===== src/rtl/rfsh_pkg.sv =====
package rfsh_pkg;
  typedef enum logic [1:0] {PH_PAUSE, PH_WAKE, PH_RUN} init_phase_t;
  typedef enum logic [2:0] {CY_IDLE, CY_REQ, CY_SETUP, CY_ACTIVE, CY_PRECH} cyc_state_t;
endpackage


===== src/rtl/rfsh_init_ctrl.sv =====
module rfsh_init_ctrl
  import rfsh_pkg::*;
#(
  parameter int PAUSE_CLKS  = 200,
  parameter int WAKE_CYCLES = 8
) (
  input  logic clk,
  input  logic rst_n,
  input  logic cyc_done,
  output logic pausing,
  output logic waking,
  output logic more_wake,
  output logic init_done
);
  localparam int PW = $clog2(PAUSE_CLKS + 1);
  localparam int WW = $clog2(WAKE_CYCLES + 1);

  init_phase_t   phase_q;
  logic [PW-1:0] pause_q;
  logic [WW-1:0] wake_left_q;

  always_ff @(posedge clk) begin
    if (!rst_n) begin
      phase_q     <= PH_PAUSE;
      pause_q     <= '0;
      wake_left_q <= WW'(WAKE_CYCLES);
    end else begin
      case (phase_q)
        PH_PAUSE: begin
          if (pause_q == PW'(PAUSE_CLKS - 1)) phase_q <= PH_WAKE;
          else pause_q <= pause_q + 1'b1;
        end
        PH_WAKE: begin
          if (cyc_done) begin
            wake_left_q <= wake_left_q - 1'b1;
            if (wake_left_q == WW'(1)) phase_q <= PH_RUN;
          end
        end
        default: phase_q <= PH_RUN;
      endcase
    end
  end

  assign pausing   = (phase_q == PH_PAUSE);
  assign waking    = (phase_q == PH_WAKE);
  assign init_done = (phase_q == PH_RUN);
  assign more_wake = (wake_left_q > WW'(1));

  // the ready flag may only rise on the cycle that closes a wake-up refresh
  assert_ready_after_wake_R7: assert property (@(posedge clk) disable iff (!rst_n)
    $rose(init_done) |-> $past(cyc_done));
  // no refresh may complete during the power-up pause
  assert_quiet_pause_R6: assert property (@(posedge clk) disable iff (!rst_n)
    pausing |-> !cyc_done);
endmodule


===== src/rtl/rfsh_backlog.sv =====
module rfsh_backlog #(
  parameter int INTERVAL_CLKS = 1560,
  parameter int MAX_PEND      = 8
) (
  input  logic clk,
  input  logic rst_n,
  input  logic run_en,
  input  logic cyc_done,
  output logic any_work,
  output logic more_work
);
  localparam int IW  = (INTERVAL_CLKS > 2) ? $clog2(INTERVAL_CLKS) : 1;
  localparam int PCW = $clog2(MAX_PEND + 1);

  logic [IW-1:0]  ivl_q;
  logic [PCW-1:0] pend_q;
  logic           tick;
  logic           inc;

  assign tick = run_en && (ivl_q == IW'(INTERVAL_CLKS - 1));
  assign inc  = tick && ((pend_q != PCW'(MAX_PEND)) || cyc_done);

  always_ff @(posedge clk) begin
    if (!rst_n) begin
      ivl_q  <= '0;
      pend_q <= '0;
    end else begin
      if (run_en) ivl_q <= tick ? '0 : ivl_q + 1'b1;
      case ({inc, cyc_done})
        2'b10:   pend_q <= pend_q + 1'b1;
        2'b01:   if (pend_q != '0) pend_q <= pend_q - 1'b1;
        default: pend_q <= pend_q;
      endcase
    end
  end

  assign any_work  = (pend_q != '0);
  assign more_work = (pend_q > PCW'(1));

  // the queue of due refreshes never passes its limit
  assert_backlog_cap_R9: assert property (@(posedge clk) disable iff (!rst_n)
    pend_q <= PCW'(MAX_PEND));
  // a refresh in normal operation only completes when one was owed
  assert_done_has_work_R9: assert property (@(posedge clk) disable iff (!rst_n)
    cyc_done |-> pend_q != '0);
endmodule


===== src/rtl/rfsh_cycle_fsm.sv =====
module rfsh_cycle_fsm
  import rfsh_pkg::*;
#(
  parameter int T_SETUP  = 2,
  parameter int T_ACTIVE = 5,
  parameter int T_PRECH  = 4,
  parameter int ROW_BITS = 10
) (
  input  logic                clk,
  input  logic                rst_n,
  input  logic                mode_ras_only,
  input  logic                bus_gnt,
  input  logic                any_work,
  input  logic                more_work,
  output logic                bus_req,
  output logic                seq_active,
  output logic                ras_n,
  output logic                cas_n,
  output logic                we_n,
  output logic [ROW_BITS-1:0] row_addr,
  output logic                cyc_done
);
  localparam int TW = $clog2(T_SETUP + T_ACTIVE + T_PRECH + 1);

  cyc_state_t          st_q;
  logic [TW-1:0]       tcnt_q;
  logic                mode_q;
  logic [ROW_BITS-1:0] row_q;
  logic                last_setup, last_active, last_prech;

  assign last_setup  = (tcnt_q == TW'(T_SETUP - 1));
  assign last_active = (tcnt_q == TW'(T_ACTIVE - 1));
  assign last_prech  = (tcnt_q == TW'(T_PRECH - 1));
  assign cyc_done    = (st_q == CY_PRECH) && last_prech;

  always_ff @(posedge clk) begin
    if (!rst_n) begin
      st_q   <= CY_IDLE;
      tcnt_q <= '0;
      mode_q <= 1'b0;
      row_q  <= '0;
    end else begin
      case (st_q)
        CY_IDLE: if (any_work) st_q <= CY_REQ;
        CY_REQ: begin
          if (bus_gnt) begin
            st_q   <= CY_SETUP;
            tcnt_q <= '0;
            mode_q <= mode_ras_only;
          end
        end
        CY_SETUP: begin
          if (last_setup) begin
            st_q   <= CY_ACTIVE;
            tcnt_q <= '0;
          end else tcnt_q <= tcnt_q + 1'b1;
        end
        CY_ACTIVE: begin
          if (last_active) begin
            st_q   <= CY_PRECH;
            tcnt_q <= '0;
          end else tcnt_q <= tcnt_q + 1'b1;
        end
        CY_PRECH: begin
          if (last_prech) begin
            tcnt_q <= '0;
            if (mode_q) row_q <= row_q + 1'b1;
            if (more_work && bus_gnt) begin
              st_q   <= CY_SETUP;
              mode_q <= mode_ras_only;
            end else st_q <= CY_IDLE;
          end else tcnt_q <= tcnt_q + 1'b1;
        end
        default: st_q <= CY_IDLE;
      endcase
    end
  end

  assign seq_active = (st_q == CY_SETUP) || (st_q == CY_ACTIVE) || (st_q == CY_PRECH);
  assign bus_req    = seq_active || (st_q == CY_REQ);
  assign ras_n      = (st_q != CY_ACTIVE);
  assign cas_n      = !(!mode_q && ((st_q == CY_SETUP) || (st_q == CY_ACTIVE)));
  assign we_n       = 1'b1;
  assign row_addr   = row_q;

  // the row strobe only drops under a grant
  assert_strobe_under_grant_R2: assert property (@(posedge clk) disable iff (!rst_n)
    $fell(ras_n) |-> bus_gnt);
  // a CAS-first cycle has CAS already low before RAS falls
  assert_cas_leads_ras_R3: assert property (@(posedge clk) disable iff (!rst_n)
    ($fell(ras_n) && !mode_q) |-> ($past(cas_n) == 1'b0));
  // the presented row holds while RAS is low
  assert_row_steady_R5: assert property (@(posedge clk) disable iff (!rst_n)
    (!ras_n && $past(!ras_n)) |-> $stable(row_addr));
  // CAS level does not change inside an active refresh
  assert_kind_steady_R10: assert property (@(posedge clk) disable iff (!rst_n)
    (!ras_n && $past(!ras_n)) |-> $stable(cas_n));
endmodule


===== src/rtl/dram_refresh_seq.sv =====
module dram_refresh_seq #(
  parameter int PAUSE_CLKS    = 200,
  parameter int WAKE_CYCLES   = 8,
  parameter int INTERVAL_CLKS = 1560,
  parameter int MAX_PEND      = 8,
  parameter int ROW_BITS      = 10,
  parameter int T_SETUP       = 2,
  parameter int T_ACTIVE      = 5,
  parameter int T_PRECH       = 4
) (
  input  logic                clk,
  input  logic                rst_n,
  input  logic                mode_ras_only,
  input  logic                bus_gnt,
  output logic                bus_req,
  output logic                seq_active,
  output logic                ras_n,
  output logic                cas_n,
  output logic                we_n,
  output logic [ROW_BITS-1:0] row_addr,
  output logic                init_done
);
  logic pausing, waking, more_wake;
  logic run_any, run_more;
  logic any_work, more_work;
  logic cyc_done;

  rfsh_init_ctrl #(
    .PAUSE_CLKS (PAUSE_CLKS),
    .WAKE_CYCLES(WAKE_CYCLES)
  ) u_init (
    .clk      (clk),
    .rst_n    (rst_n),
    .cyc_done (cyc_done && waking),
    .pausing  (pausing),
    .waking   (waking),
    .more_wake(more_wake),
    .init_done(init_done)
  );

  rfsh_backlog #(
    .INTERVAL_CLKS(INTERVAL_CLKS),
    .MAX_PEND     (MAX_PEND)
  ) u_backlog (
    .clk      (clk),
    .rst_n    (rst_n),
    .run_en   (init_done),
    .cyc_done (cyc_done && init_done),
    .any_work (run_any),
    .more_work(run_more)
  );

  assign any_work  = waking ? 1'b1 : run_any;
  assign more_work = waking ? more_wake : run_more;

  rfsh_cycle_fsm #(
    .T_SETUP (T_SETUP),
    .T_ACTIVE(T_ACTIVE),
    .T_PRECH (T_PRECH),
    .ROW_BITS(ROW_BITS)
  ) u_fsm (
    .clk          (clk),
    .rst_n        (rst_n),
    .mode_ras_only(mode_ras_only),
    .bus_gnt      (bus_gnt),
    .any_work     (any_work),
    .more_work    (more_work),
    .bus_req      (bus_req),
    .seq_active   (seq_active),
    .ras_n        (ras_n),
    .cas_n        (cas_n),
    .we_n         (we_n),
    .row_addr     (row_addr),
    .cyc_done     (cyc_done)
  );

  // nothing is requested while the power-up pause runs
  assert_no_req_in_pause_R6: assert property (@(posedge clk) disable iff (!rst_n)
    pausing |-> !bus_req);
endmodule


===== config.mk =====
export PLATFORM = sky130hd
export DESIGN_NAME = dram_refresh_seq
export DESIGN_NICKNAME = d
export VERILOG_FILES = /design/src/rtl/rfsh_pkg.sv /design/src/rtl/rfsh_init_ctrl.sv /design/src/rtl/rfsh_backlog.sv /design/src/rtl/rfsh_cycle_fsm.sv /design/src/rtl/dram_refresh_seq.sv
export SDC_FILE = /design/constraint.sdc
export NUM_CORES = 1
export LEC_CHECK = 0
export BUFFER_PORTS_ARGS = -buffer_cell sky130_fd_sc_hd__buf_2
export CORE_ASPECT_RATIO = 0.9
export CORE_UTILIZATION = 42
export CTS_BUF_LIST = sky130_fd_sc_hd__clkbuf_4 sky130_fd_sc_hd__clkbuf_8 sky130_fd_sc_hd__clkbuf_16
export CTS_CLUSTER_SIZE = 40
export DETAILED_ROUTE_END_ITERATION = 10
export PLACE_DENSITY = 0.65
export SYNTH_ARGS = -nofsm -noshare
export SYNTH_HDL_FRONTEND = slang
export SYNTH_SLANG_ARGS = --single-unit

===== constraint.sdc =====
create_clock -name clk -period 2.45 [get_ports clk]
set_input_delay 0.1225 -clock clk [delete_from_list [all_inputs] [get_ports clk]]
set_output_delay 0.1225 -clock clk [all_outputs]
set_load 0.05 [all_outputs]

Word level (Yosys, flattened, before mapping)
Index checks and enable logic that the tools add are counted.
{"block": "word_totals", "reg_bits": 47, "inputBits": 4, "word_cells": 97}
{"block": "op_classes", "add_sub_neg": 7, "n_lt_le_gt_ge": 2, "n_eq_ne": 26, "muxes": 25, "n_bitwise": 1, "n_reduce_logical": 27}
{"cell": "2-to-1 mux 4 bit", "n": 5}
{"cell": "case mux 4 bit (4 select lines)", "n": 1}
{"cell": "2-to-1 mux 3 bit", "n": 5}
{"cell": "case mux 3 bit (5 select lines)", "n": 1}
{"cell": "!= test 2 x 1 -> 1 bit, second input constant", "n": 7}
{"cell": "adder 11 x 1 -> 11 bit, second input constant", "n": 1}
{"cell": "equality test 11 bit, second input constant", "n": 1}
{"cell": "2-to-1 mux 11 bit", "n": 1}
{"cell": "adder 10 x 1 -> 10 bit, second input constant", "n": 1}
{"cell": "adder 4 x 1 -> 4 bit, second input constant", "n": 2}
{"cell": "adder 8 x 1 -> 8 bit, second input constant", "n": 1}
{"cell": "equality test 4 x 1 -> 1 bit, second input constant", "n": 2}
{"cell": "equality test 8 bit, second input constant", "n": 1}
{"cell": "> comparator 4 x 1 -> 1 bit, second input constant", "n": 2}
{"cell": "2-to-1 mux 2 bit", "n": 4}
{"cell": "case mux 4 bit (2 select lines)", "n": 1}
{"cell": "AND reduction 2 bit", "n": 4}
{"cell": "nonzero test 4 bit", "n": 2}
{"cell": "subtractor 4 x 1 -> 4 bit, second input constant", "n": 2}
{"cell": "logical AND 1 bit", "n": 7}
{"cell": "equality test 3 x 2 -> 1 bit, second input constant", "n": 2}
{"cell": "!= test 2 bit, second input constant", "n": 3}
{"cell": "AND reduction 3 bit", "n": 2}
{"cell": "2-to-1 mux 1 bit", "n": 5}
{"cell": "18 further kinds", "n": 25}

Depth between registers and ports, before layout
Gate-level depths: netlist of run 1.
{"block": "depth", "word_depth": 8, "depth_mapped": 7}

Hierarchy
Synthesis of run 1 repeated with hierarchy kept, for this count alone.
{"block": "hier_totals", "cells_unflattened": 301, "hier_area_um2": 2641.3}
{"mod": "rfsh_cycle_fsm", "n_inst": 1, "cells_each": 128, "area_each_um2": 1093.5}
{"mod": "rfsh_backlog", "n_inst": 1, "cells_each": 86, "area_each_um2": 795.8}
{"mod": "rfsh_init_ctrl", "n_inst": 1, "cells_each": 83, "area_each_um2": 716.9}
{"mod": "dram_refresh_seq", "n_inst": 1, "cells_each": 4, "area_each_um2": 35.0}

Worst setup path before layout of run 1
OpenSTA, ideal clock, no wires.
{"block": "synth_path", "path_type": "flip-flop to flip-flop", "from": "register u_init.phase_q[0]", "to": "register u_backlog.pend_q[3]", "setup_ps": 72, "t_arrival_ps": 1767, "setup_slack_ps": 612, "stages_incl_launch_ff": 7, "path_buffers": 0, "period_less_slack_ps": 1838, "path_cell_list": "dfxtp_1 -> nand2b_1 -> inv_1 -> nand4_1 -> mux2i_4 -> o21a_1 -> mux2i_1"}
{"block": "synth_via", "elab_chain_cells": 7}
{"element": "start: declaration", "line_no": "rfsh_init_ctrl.sv:18", "text": "init_phase_t phase_q;"}
{"element": "start signal: assignment", "line_no": "rfsh_init_ctrl.sv:24", "text": "phase_q <= PH_PAUSE;"}
{"element": "start signal: assignment", "line_no": "rfsh_init_ctrl.sv:30", "text": "if (pause_q == PW'(PAUSE_CLKS - 1)) phase_q <= PH_WAKE;"}
{"element": "start signal: assignment", "line_no": "rfsh_init_ctrl.sv:36", "text": "if (wake_left_q == WW'(1)) phase_q <= PH_RUN;"}
{"element": "equality test 2 bit (*)", "line_no": "rfsh_init_ctrl.sv:46", "text": "assign init_done = (phase_q == PH_RUN);"}
{"element": "net init_done", "line_no": "dram_refresh_seq.sv:21", "text": "output logic init_done"}
{"element": "logical AND 1 bit", "line_no": "dram_refresh_seq.sv:48", "text": ".cyc_done (cyc_done && init_done),"}
{"element": "logical OR 1 bit", "line_no": "rfsh_backlog.sv:21", "text": "assign inc = tick && ((pend_q != PCW'(MAX_PEND)) || cyc_done);"}
{"element": "logical AND 1 bit", "line_no": "rfsh_backlog.sv:21"}
{"element": "equality test 2 x 1 -> 1 bit / equality test 2 bit (equally long branches)", "line_no": "rfsh_backlog.sv:29", "text": "case ({inc, cyc_done})"}
{"element": "!= test 2 bit (no line) / nonzero test 2 bit (equally long branches)"}
{"element": "AND reduction 2 bit (no line)"}
{"element": "end signal: assignment", "line_no": "rfsh_backlog.sv:30", "text": "2'b10: pend_q <= pend_q + 1'b1;"}
{"element": "end signal: assignment", "line_no": "rfsh_backlog.sv:31", "text": "2'b01: if (pend_q != '0) pend_q <= pend_q - 1'b1;"}
{"element": "end signal: assignment", "line_no": "rfsh_backlog.sv:32", "text": "default: pend_q <= pend_q;"}
{"element": "end: declaration", "line_no": "rfsh_backlog.sv:16", "text": "logic [PCW-1:0] pend_q;"}
The timed path passes the listed nets; every way through them passes the cells marked *.
A chain may end at the register's enable or synchronous reset.

Final worst setup path of run 1
{"block": "layout_path", "from": "register u_fsm.st_q[2]", "to": "register u_fsm.row_q[9], in the netlist u_fsm.row_addr[9]"}
{"block": "layout_via", "elab_chain_cells": 2}
{"element": "start: declaration", "line_no": "rfsh_cycle_fsm.sv:25", "text": "cyc_state_t st_q;"}
{"element": "start signal: assignment", "line_no": "rfsh_cycle_fsm.sv:38", "text": "st_q <= CY_IDLE;"}
{"element": "start signal: assignment", "line_no": "rfsh_cycle_fsm.sv:44", "text": "CY_IDLE: if (any_work) st_q <= CY_REQ;"}
{"element": "start signal: assignment", "line_no": "rfsh_cycle_fsm.sv:47", "text": "st_q <= CY_SETUP;"}
{"element": "equality test 3 bit", "line_no": "rfsh_cycle_fsm.sv:43", "text": "case (st_q)"}
{"element": "AND reduction 3 bit (no line)"}
{"element": "end signal: assignment", "line_no": "rfsh_cycle_fsm.sv:67", "text": "if (mode_q) row_q <= row_q + 1'b1;"}
{"element": "end: declaration", "line_no": "rfsh_cycle_fsm.sv:28", "text": "logic [ROW_BITS-1:0] row_q;"}
No other way between the ends.

==> results of run 1 <==
[worst max-delay path, stage by stage (launching register included)]
cell and delay, ns:
dfxtp_1 0.64, nor3b_2 0.42, nand4_2 0.28, nor4_1 0.39
xnor2_1 0.17, nor2_1 0.05
[cells in the mapped netlist (all sizes together) (2+ instances only)]
cell type	instances
o31a	2
o21ai	7
o211a	2
inv	10
a211oi	2
dfxtp	47
clkbuf	7
nor4	2
or3	4
and3	7
nand4	9
nand3	16
a21boi	5
nand4b	2
a21oi	11
buf	4
nand2	29
nand3b	4
nand2b	5
and3b	2
nor2	31
nor3b	5
xor2	15
o21a	2
mux2i	4
nor3	10
xnor2	13
nor2b	4
or3b	4
and2	9
and4	2
ha	11
a31oi	2
[report_power, final]
part / internal [W] / total (W) / leakage, nW / switching [W]
sequential: 0.000772 / 0.000790 / 0.379 / 0.0000186
clock: 0.000298 / 0.000561 / 0.0502 / 0.000263
combinational: 0.0000340 / 0.0000892 / 0.739 / 0.0000552
total: 0.00110 / 0.00144 / 1.17 / 0.000337
[sequential cells by signal (all words and copies together), names as in the netlist]
register and count:
u_fsm.st_q 3, u_fsm.row_addr 10, u_backlog.ivl_q 11, u_init.wake_left_q 4, u_init.pause_q 8, u_backlog.pend_q 4
u_fsm.mode_q 1, u_fsm.tcnt_q 4, u_init.phase_q 2
[path summary, 6_finish.rpt]
path | to | cells past startpoint
setup / recovery | u_fsm.row_addr[9] | 5
hold / removal | u_fsm.mode_q | 4
setup reg to reg | u_fsm.row_addr[9] | 5
hold reg to reg | u_backlog.ivl_q[10] | 2
[stage by stage]
step                      power [W]  instances
after global routing        0.00151        385
after floorplan            0.000878        300
after CTS                   0.00146        385
after global placement     0.000898        378
after detailed placement   0.000898        378
final                       0.00144        385
[layer usage]
layer,vias to the layer above,wire [um],part of all wire [%],GRT usage [%]
li1,1076,-,-,-
met1,964,2570,52,23.2
met2,23,2090,43,21.2
met3,6,183,3.7,4.52
met4,0,57,1.2,5.08
met5,-,0,0,0
[area by class of cell]
type	count	area share [%]
multi-input cells	232	55.5
clock inverters	2	1.31
inverters	10	1.31
well taps	70	3.07
flip-flops and latches	47	32.9
repair buffers	19	3.42
clock buffers	5	2.41
[logic make-up after synthesis]
| logic type | count (synthesis) |
|---|---|
| mux | 4 |
| fa+ha+maj | 11 |
| flops | 47 |
| simple gates | 147 |
| buf+inv | 21 |
| xor+xnor | 28 |
| other cells | 1 |
| compound gates | 41 |
==> out/summary.txt, run 1 <==
Site Rows -> 26
FF+latch area -> 941 um2
diode count -> 0
Synthesized Nets -> 315
async set-or-reset flop fraction in the synthesized netlist -> 0%
Longest Clk Path Bufs -> 2
Final Hold Fails -> 0
area of the core -> 5860 um2
TritonCTS buffer count -> 5
fmax -> 485 MHz
Avg Cell Area, Syn -> 8.73 um2
post-CTS setup buffers -> 0
CP required -> 2.63 ns
# clock sinks -> 47
Primary FF master, synth -> dfxtp_1
post-route worst setup slack -> 0.388 ns
register area share after synthesis -> 35.9%
global-route wire length before repair -> 8240 um
simple-gate portion of the synthesized area -> 32.6%
Cells after Synth -> 300
Hold Crit Class -> in2reg
Power Density -> 504 nW/um2
drc violations -> 0
measured slew at the worst slew-check pin -> 0.643 ns
post-synth top area cell -> dfxtp_1
Worst-path clk slew -> 0.09 ns
synthesized area -> 2620 um2
DR WL/cell -> 12.7 um
startpoint types -> register
RR Startpoint -> u_fsm.st_q[2]
Post-synth EDFFs -> 0
share of cells above drive strength 1 -> 14.0%
Iter 0 DRT Violations -> 100
nets -> 330
final core utilization -> 48.8%
DIE WIDTH -> 85.2 um
vias in the first global route -> 1760
post-route cell area -> 2860 um2
I/O Buffers -> 18
DP Worst Slack -> 0.431 ns
Tot GR Track Use -> 15.6%
Final Slew Violations -> 0
number of setup violations in the final report -> 0
Setup TNS -> 0 ns
routed via count -> 2069
RSZ-0062 raised after global routing -> false
largest net degree at the start of global routing -> 23
critical path class -> reg2reg
root buf cell -> clkbuf_8
xor/xnor share of the synthesized area -> 9.36%
crit-path max FO -> 15
I/O Pins -> 20
post-route ant nets -> 0
flops & latches, synth -> 47
DR vias/cell -> 5.37
dpl cell area -> 2750 um2
WL final -> 4900 um
Synth cell types -> 58
CTS tree -> done
clk_skew -> 0.00488 ns
CTS H-tree depth -> 2
area of the multi-input gates -> 1590 um2
Critical Path AT -> 2.25 ns
Post-DP HPWL -> 3430 um
fin crit period -> 2.06 ns
commonest non-fill, non-tap cell in the layout -> dfxtp_1
CP Capture Type -> register
Hold Slack -> 0.191 ns
placer congestion estimate -> 0.767
die extent in y -> 76.9 um
initial antenna violation count -> 0
Adder-Cell Fraction of Synth Area -> 5.26%
Crit. Startpoint -> u_fsm.st_q[2]
most frequent cells in the layout -> dfxtp_1, nor2_1, nand2_1
top-area cell type share of the netlist area -> 35.9%
worst reg-to-reg setup slack -> 0.39 ns
run status -> complete, no violations
Layout area overhead -> 9.08%
Fill cells -> 577
HP Start -> mode_ras_only
top cells by area, synth -> dfxtp_1, ha_1, xor2_1, nor2_1, xnor2_1
largest family of logic cells by synthesized area -> simple AND/OR/NAND/NOR gates
DIE AREA -> 6560 um2
DR pass1 iterations -> 4
Initial Util -> 44.7%
maximum capacitance violations -> 0
Worst IR Drop VDD -> 235 uV
Final Cycle Share -> 84.1%
hold buffers post-CTS -> 0
Compound-Gate Fraction of Synth Area -> 11.2%
multiplexer share of the synthesized area -> 2.01%
total congestion overflow -> 0
worst skew pair latency -> 0.30 ns
Static Leakage -> 1.17 nW
Max-slew headroom -> 56.8%
Synth warnings -> 0
Gates resized, CTS repair -> 0
(Power assumes the default switching activity.)
==> run 2, diff against run 1 <==
PLACE_DENSITY = 0.67   (was 0.65)
clock period = 1.75 ns   (was 2.45 ns; I/O delays follow)
==> run 2 against run 1 <==
Utilization grew 5.8 points; critical path type unchanged; global-route usage rose by 0.80 points; the run now ends with setup timing left; count of clock-buffer cells in the layout rose by 1; largest cell class unchanged.
==> out/summary.txt, run 2 (synthesized netlist as in run 1, its figures left out) <==
Tot GR Track Use -> 16.4% (+0.80 points)
DIE AREA -> 6560 um2 (unchanged)
critical path class -> reg2reg
area of the core -> 5860 um2 (unchanged)
most frequent cells in the layout -> dfxtp_1, nor2_1, nand2_1
CTS tree -> done
global-route wire length before repair -> 8740 um (+6.1%)
CP Capture Type -> register
Hold Slack -> 0.186 ns (-0.00561 ns)
post-route ant nets -> 0 (unchanged)
run status -> finished, violations left
root buf cell -> clkbuf_8
Post-DP HPWL -> 3680 um (+7.1%)
I/O Pins -> 20 (unchanged)
Crit. Startpoint -> u_backlog.pend_q[0]
Reg2Reg Depth -> 7 (+2)
WL final -> 5190 um (+5.8%)
Worst-path clk slew -> 0.08 ns (about the same)
measured slew at the worst slew-check pin -> 0.559 ns (-0.0831 ns)
Worst IR Drop VDD -> 442 uV (+88%)
Static Leakage -> 1.33 nW (+14%)
max reg flops -> 11 (unchanged)
share of cells above drive strength 1 -> 27.2% (+13 points)
DR WL/cell -> 12.6 um (-1.1%)
maximum capacitance violations -> 0 (unchanged)
Fill cells -> 528 (-8.5%)
fmax -> 569 MHz (+17%)
vias in the first global route -> 1989 (+13%)
Final Hold Fails -> 0 (unchanged)
largest net degree at the start of global routing -> 35 (+52%)
met1 Use GR -> 22.5% (-0.74 points)
CP required -> 1.93 ns (-0.70 ns)
crit-path max FO -> 2 (-13)
global routing's busiest layer -> met2
M3 GR Usage -> 3.23% (-1.3 points)
Iter 0 DRT Violations -> 83 (-17%)
failing checks -> setup timing
worst reg-to-reg setup slack -> -0.007 ns (-0.40 ns)
Layout area overhead -> 22.0%
initial antenna violation count -> 0 (unchanged)
Initial Util -> 44.7% (unchanged)
worst r2r dst -> u_fsm.st_q[1]
startpoint types -> register
# clock sinks -> 47 (unchanged)
M2 GR Usage -> 25.6% (+4.4 points)
commonest non-fill, non-tap cell in the layout -> dfxtp_1
Final Slew Violations -> 0 (unchanged)
DR vias/cell -> 5.34 (-0.64%)
Pwr Total -> 0.00202 W (+40%)
DR pass1 iterations -> 4 (unchanged)
nets -> 357 (+8.2%)
Hold Crit Class -> in2reg
Max-slew headroom -> 62.7% (+5.9 points)
CP Capture Point -> u_fsm.st_q[1]
Power Density -> 632 nW/um2 (+25%)
Longest Clk Path Bufs -> 2 (unchanged)
Reg with most FFs -> u_backlog.ivl_q
Critical Path AT -> 1.94 ns (-0.31 ns)
final core utilization -> 54.6% (+5.8 points)
CTS H-tree depth -> 2 (unchanged)
number of setup violations in the final report -> 1 (+1)
post-route worst setup slack -> -0.00667 ns (-0.395 ns)
Site Rows -> 26 (unchanged)
total congestion overflow -> 0 (unchanged)
clk_skew -> 0.00500 ns (+0.000123 ns)
placer congestion estimate -> 0.791 (+3.2%)
drc violations -> 0 (unchanged)
Final Cycle Share -> 100% (+16 points)
RR Startpoint -> u_backlog.pend_q[0]
routed via count -> 2200 (+6.3%)
worst skew pair latency -> 0.29 ns (about the same)
die extent in y -> 76.9 um (unchanged)
fin crit period -> 1.76 ns (-0.305 ns)
TritonCTS buffer count -> 5 (unchanged)
I/O Buffers -> 18 (unchanged)
Setup TNS -> -0.00667 ns (-0.00667 ns)
RSZ-0062 raised after global routing -> true
DIE WIDTH -> 85.2 um (unchanged)
diode count -> 0 (unchanged)
## run 2: changes by cell type in the layout (fill, tap and decap cells not counted), sizes merged
cell	previous run	this run
buf	19	46
clkbuf	5	6
inv	10	9
## run 2: power by group
part | internal, W | leakage, nW | switching, W | total, W
clock | 0.000434 | 0.0547 | 0.000345 | 0.000780
sequential | 0.00108 | 0.383 | 0.0000155 | 0.00109
combinational | 0.0000528 | 0.889 | 0.0000940 | 0.000147
## run 2: cell type report
cell class / count / area [um2] / area share, %
Clock buffer: 6 / 76.3 / 2.39
Clock inverter: 1 / 30.0 / 0.940
Inverter: 10 / 41.3 / 1.29
Multi-Input combinational cell: 232 / 1700 / 53.2
Sequential cell: 47 / 953 / 29.8
Tap cell: 70 / 87.6 / 2.74
Timing Repair Buffer: 46 / 308 / 9.64
## run 2: timing repair
item / CTS / global route
pin swaps: 2 / 14
buffers inserted: 1 / 4
resized for setup: 10 / 20
hold buffers: 0 / 0
gates cloned: 0 / 0
setup endpoints to repair: 10 / 19
## run 2: how the worst min path moves through the flow
stage	start	to	slack (ns)	cells after the start
floorplan	bus_gnt	u_fsm.st_q[1]	0.33	3
global placement	u_backlog.ivl_q[10]	u_backlog.ivl_q[10]	0.47	2
detailed placement	mode_ras_only	u_fsm.mode_q	0.49	4
CTS	bus_gnt	u_fsm.st_q[1]	0.18	4
global route	bus_gnt	u_fsm.st_q[1]	0.20	4
finish	mode_ras_only	u_fsm.mode_q	0.19	4
## run 2: metal layers
layer,routed length (um),vias to the layer above,share of wire [%]
met5,0,-,0
met1,2630,1026,51
met3,187,5,3.6
li1,-,1135,-
met4,45,0,0.87
met2,2320,34,45
## run 2: critical path, stage by stage (launching register included)
cell      delay (ns)
dfxtp_2         0.33
inv_2           0.07
ha_4            0.13
or3b_4          0.38
o31a_1          0.32
o21a_1          0.18
o221ai_2        0.18
a211oi_2        0.05
## run 2: metrics by stage
step	std cells	setup slack (ns)	cell area (um2)
final	412	-0.00667	3190
after detailed placement	400	-0.0739	2930
after global placement	400	-0.0681	2930
after CTS	408	-0.0200	3080
after floorplan	300	0.00418	2630
after global routing	412	-0.0829	3190
==> run 3, diff against run 2 <==
PLACE_DENSITY = not set   (was 0.67)
==> run 3 against run 2 <==
The flow still finishes with violations (setup timing); register-to-register slack got worse by 0.02 ns; combinational power rose by 11%; sequential power barely moved; critical path depth decreased by 1; total power shrank 3.4%; utilization decreased by 0.15 points; non-clock buffer count rose by 4; clock skew rose by 0.0052 ns; largest cell class unchanged.
==> out/summary.txt, run 3 (synthesized netlist as in run 1, its figures left out) <==
diode count -> 0 (unchanged)
RSZ-0062 raised after global routing -> true
CP Capture Type -> register
DIE WIDTH -> 85.2 um (unchanged)
# clock sinks -> 47 (unchanged)
placer congestion estimate -> 0.737 (-6.8%)
slowest CP cell -> or3b_4
fin crit period -> 1.77 ns (+0.0180 ns)
Worst-path clk slew -> 0.09 ns (about the same)
total congestion overflow -> 0 (unchanged)
Layout area overhead -> 21.6%
M2 GR Usage -> 27.8% (+2.3 points)
nets -> 361 (+1.1%)
WL final -> 5760 um (+11%)
commonest non-fill, non-tap cell in the layout -> dfxtp_1
root buf cell -> clkbuf_8
DR pass1 iterations -> 4 (unchanged)
DR vias/cell -> 5.35 (+0.15%)
worst stage delay on the critical path -> 0.42 ns (+0.04 ns)
number of setup violations in the final report -> 1 (unchanged)
M3 GR Usage -> 3.01% (-0.22 points)
maximum capacitance violations -> 0 (unchanged)
crit-path max FO -> 5 (+3)
Final Slew Violations -> 0 (unchanged)
non-filler cells, final -> 417 (+1.2%)
most frequent cells in the layout -> dfxtp_1, buf_4, nor2_1
DR WL/cell -> 13.8 um (+9.8%)
startpoint types -> register
DP Cell Count -> 404 (+1.0%)
drc violations -> 0 (unchanged)
routed via count -> 2230 (+1.4%)
DIE AREA -> 6560 um2 (unchanged)
Tot GR Track Use -> 18.0% (+1.6 points)
Setup TNS -> -0.0247 ns (-0.0180 ns)
largest net degree at the start of global routing -> 17 (-51%)
Fill cells -> 536 (+1.5%)
share of cells above drive strength 1 -> 28.2% (+1.0 points)
fmax -> 563 MHz (-1.0%)
hold buffers post-CTS -> 0 (unchanged)
Iter 0 DRT Violations -> 89 (+7.2%)
run status -> finished, violations left
area of the core -> 5860 um2 (unchanged)
CTS tree -> done
Worst IR Drop VDD -> 521 uV (+18%)
Final Hold Fails -> 0 (unchanged)
global routing's busiest layer -> met2
Static Leakage -> 1.32 nW (-0.65%)
Initial Util -> 44.7% (unchanged)
Power Density -> 612 nW/um2 (-3.2%)
worst skew pair latency -> 0.31 ns (+0.02 ns)
Hold Crit Class -> in2reg
I/O Buffers -> 18 (unchanged)
global-route wire length before repair -> 9340 um (+6.9%)
post-route ant nets -> 0 (unchanged)
vias in the first global route -> 2005 (+0.80%)
Longest Clk Path Bufs -> 2 (unchanged)
DP Worst Slack -> -0.0924 ns (-0.0185 ns)
Reg with most FFs -> u_backlog.ivl_q
failing checks -> setup timing
max reg flops -> 11 (unchanged)
critical path class -> reg2reg
Final Cycle Share -> 101% (+1.0 points)
CTS H-tree depth -> 2 (unchanged)
post-route worst setup slack -> -0.0247 ns (-0.0180 ns)
Site Rows -> 26 (unchanged)
initial antenna violation count -> 0 (unchanged)
clk_skew -> 0.0102 ns (+0.00520 ns)
met1 Use GR -> 24.7% (+2.2 points)
Post-DP HPWL -> 3970 um (+8.1%)
Critical Path AT -> 1.96 ns (+0.02 ns)
TritonCTS buffer count -> 5 (unchanged)
I/O Pins -> 20 (unchanged)
CP required -> 1.93 ns (about the same)
CP Cell Sequence -> ha_4 -> or3b_4 -> o22ai_4 -> mux2i_4 -> a221oi_2 -> o211ai_1
die extent in y -> 76.9 um (unchanged)
run 3: power breakdown:
| part | total [W] | switching, W | internal (W) |
|---|---|---|---|
| sequential | 0.00109 | 0.0000141 | 0.00108 |
| clock | 0.000694 | 0.000406 | 0.000287 |
| combinational | 0.000163 | 0.0000990 | 0.0000644 |
| total | 0.00195 | 0.000520 | 0.00143 |
run 3: repair_timing:
action | in CTS | in global routing
setup buffers | 0 | 5
resized for setup | 9 | 20
pin swaps | 4 | 7
setup endpoints to repair | 9 | 21
run 3: path summary, 6_finish.rpt:
kind / from / to / slack [ns] / cells past startpoint
worst max-delay path: u_fsm.tcnt_q[0] / u_backlog.pend_q[2] / -0.02 / 6
worst min-delay path: bus_gnt / u_fsm.st_q[1] / 0.17 / 4
worst max register to register: u_fsm.tcnt_q[0] / u_backlog.pend_q[2] / -0.02 / 6
worst min register to register: u_backlog.ivl_q[0] / u_backlog.ivl_q[0] / 0.49 / 2
run 3: layer usage:
metal	vias up	routed length, um
met3	11	271
met4	0	89
met2	49	2590
met1	1028	2820
li1	1142	-
met5	-	0
run 3: area by class of cell:
class | instances | area [um2] | share of cell area, %
repair buffers | 50 | 334 | 10.5
clock inverters | 3 | 22.5 | 0.707
inverters | 10 | 41.3 | 1.30
flip-flops and latches | 47 | 952 | 29.9
clock buffers | 5 | 68.8 | 2.16
multi-input cells | 232 | 1680 | 52.7
well taps | 70 | 87.6 | 2.75
run 3: worst max-delay path, delay by kind of cell (launching register included):
family                   cells  cell delay, ns
flip-flops                   1            0.37
multiplexers                 1            0.12
adder cells (fa/ha/maj)      1            0.14
AO/OA/AOI/OAI                3            0.60
AND/OR/NAND/NOR              1            0.42
run 3: per-stage QoR:
stage | power (W) | hold slack, ns | util (%) | cell area [um2]
detailed placement | 0.00128 | 0.484 | 50.5 | 2960
finish | 0.00195 | 0.173 | 54.4 | 3190
CTS | 0.00197 | 0.167 | 52.9 | 3100
global placement | 0.00128 | 0.476 | 50.5 | 2960
floorplan | 0.00123 | 0.327 | - | 2630
global route | 0.00204 | 0.181 | 54.4 | 3190
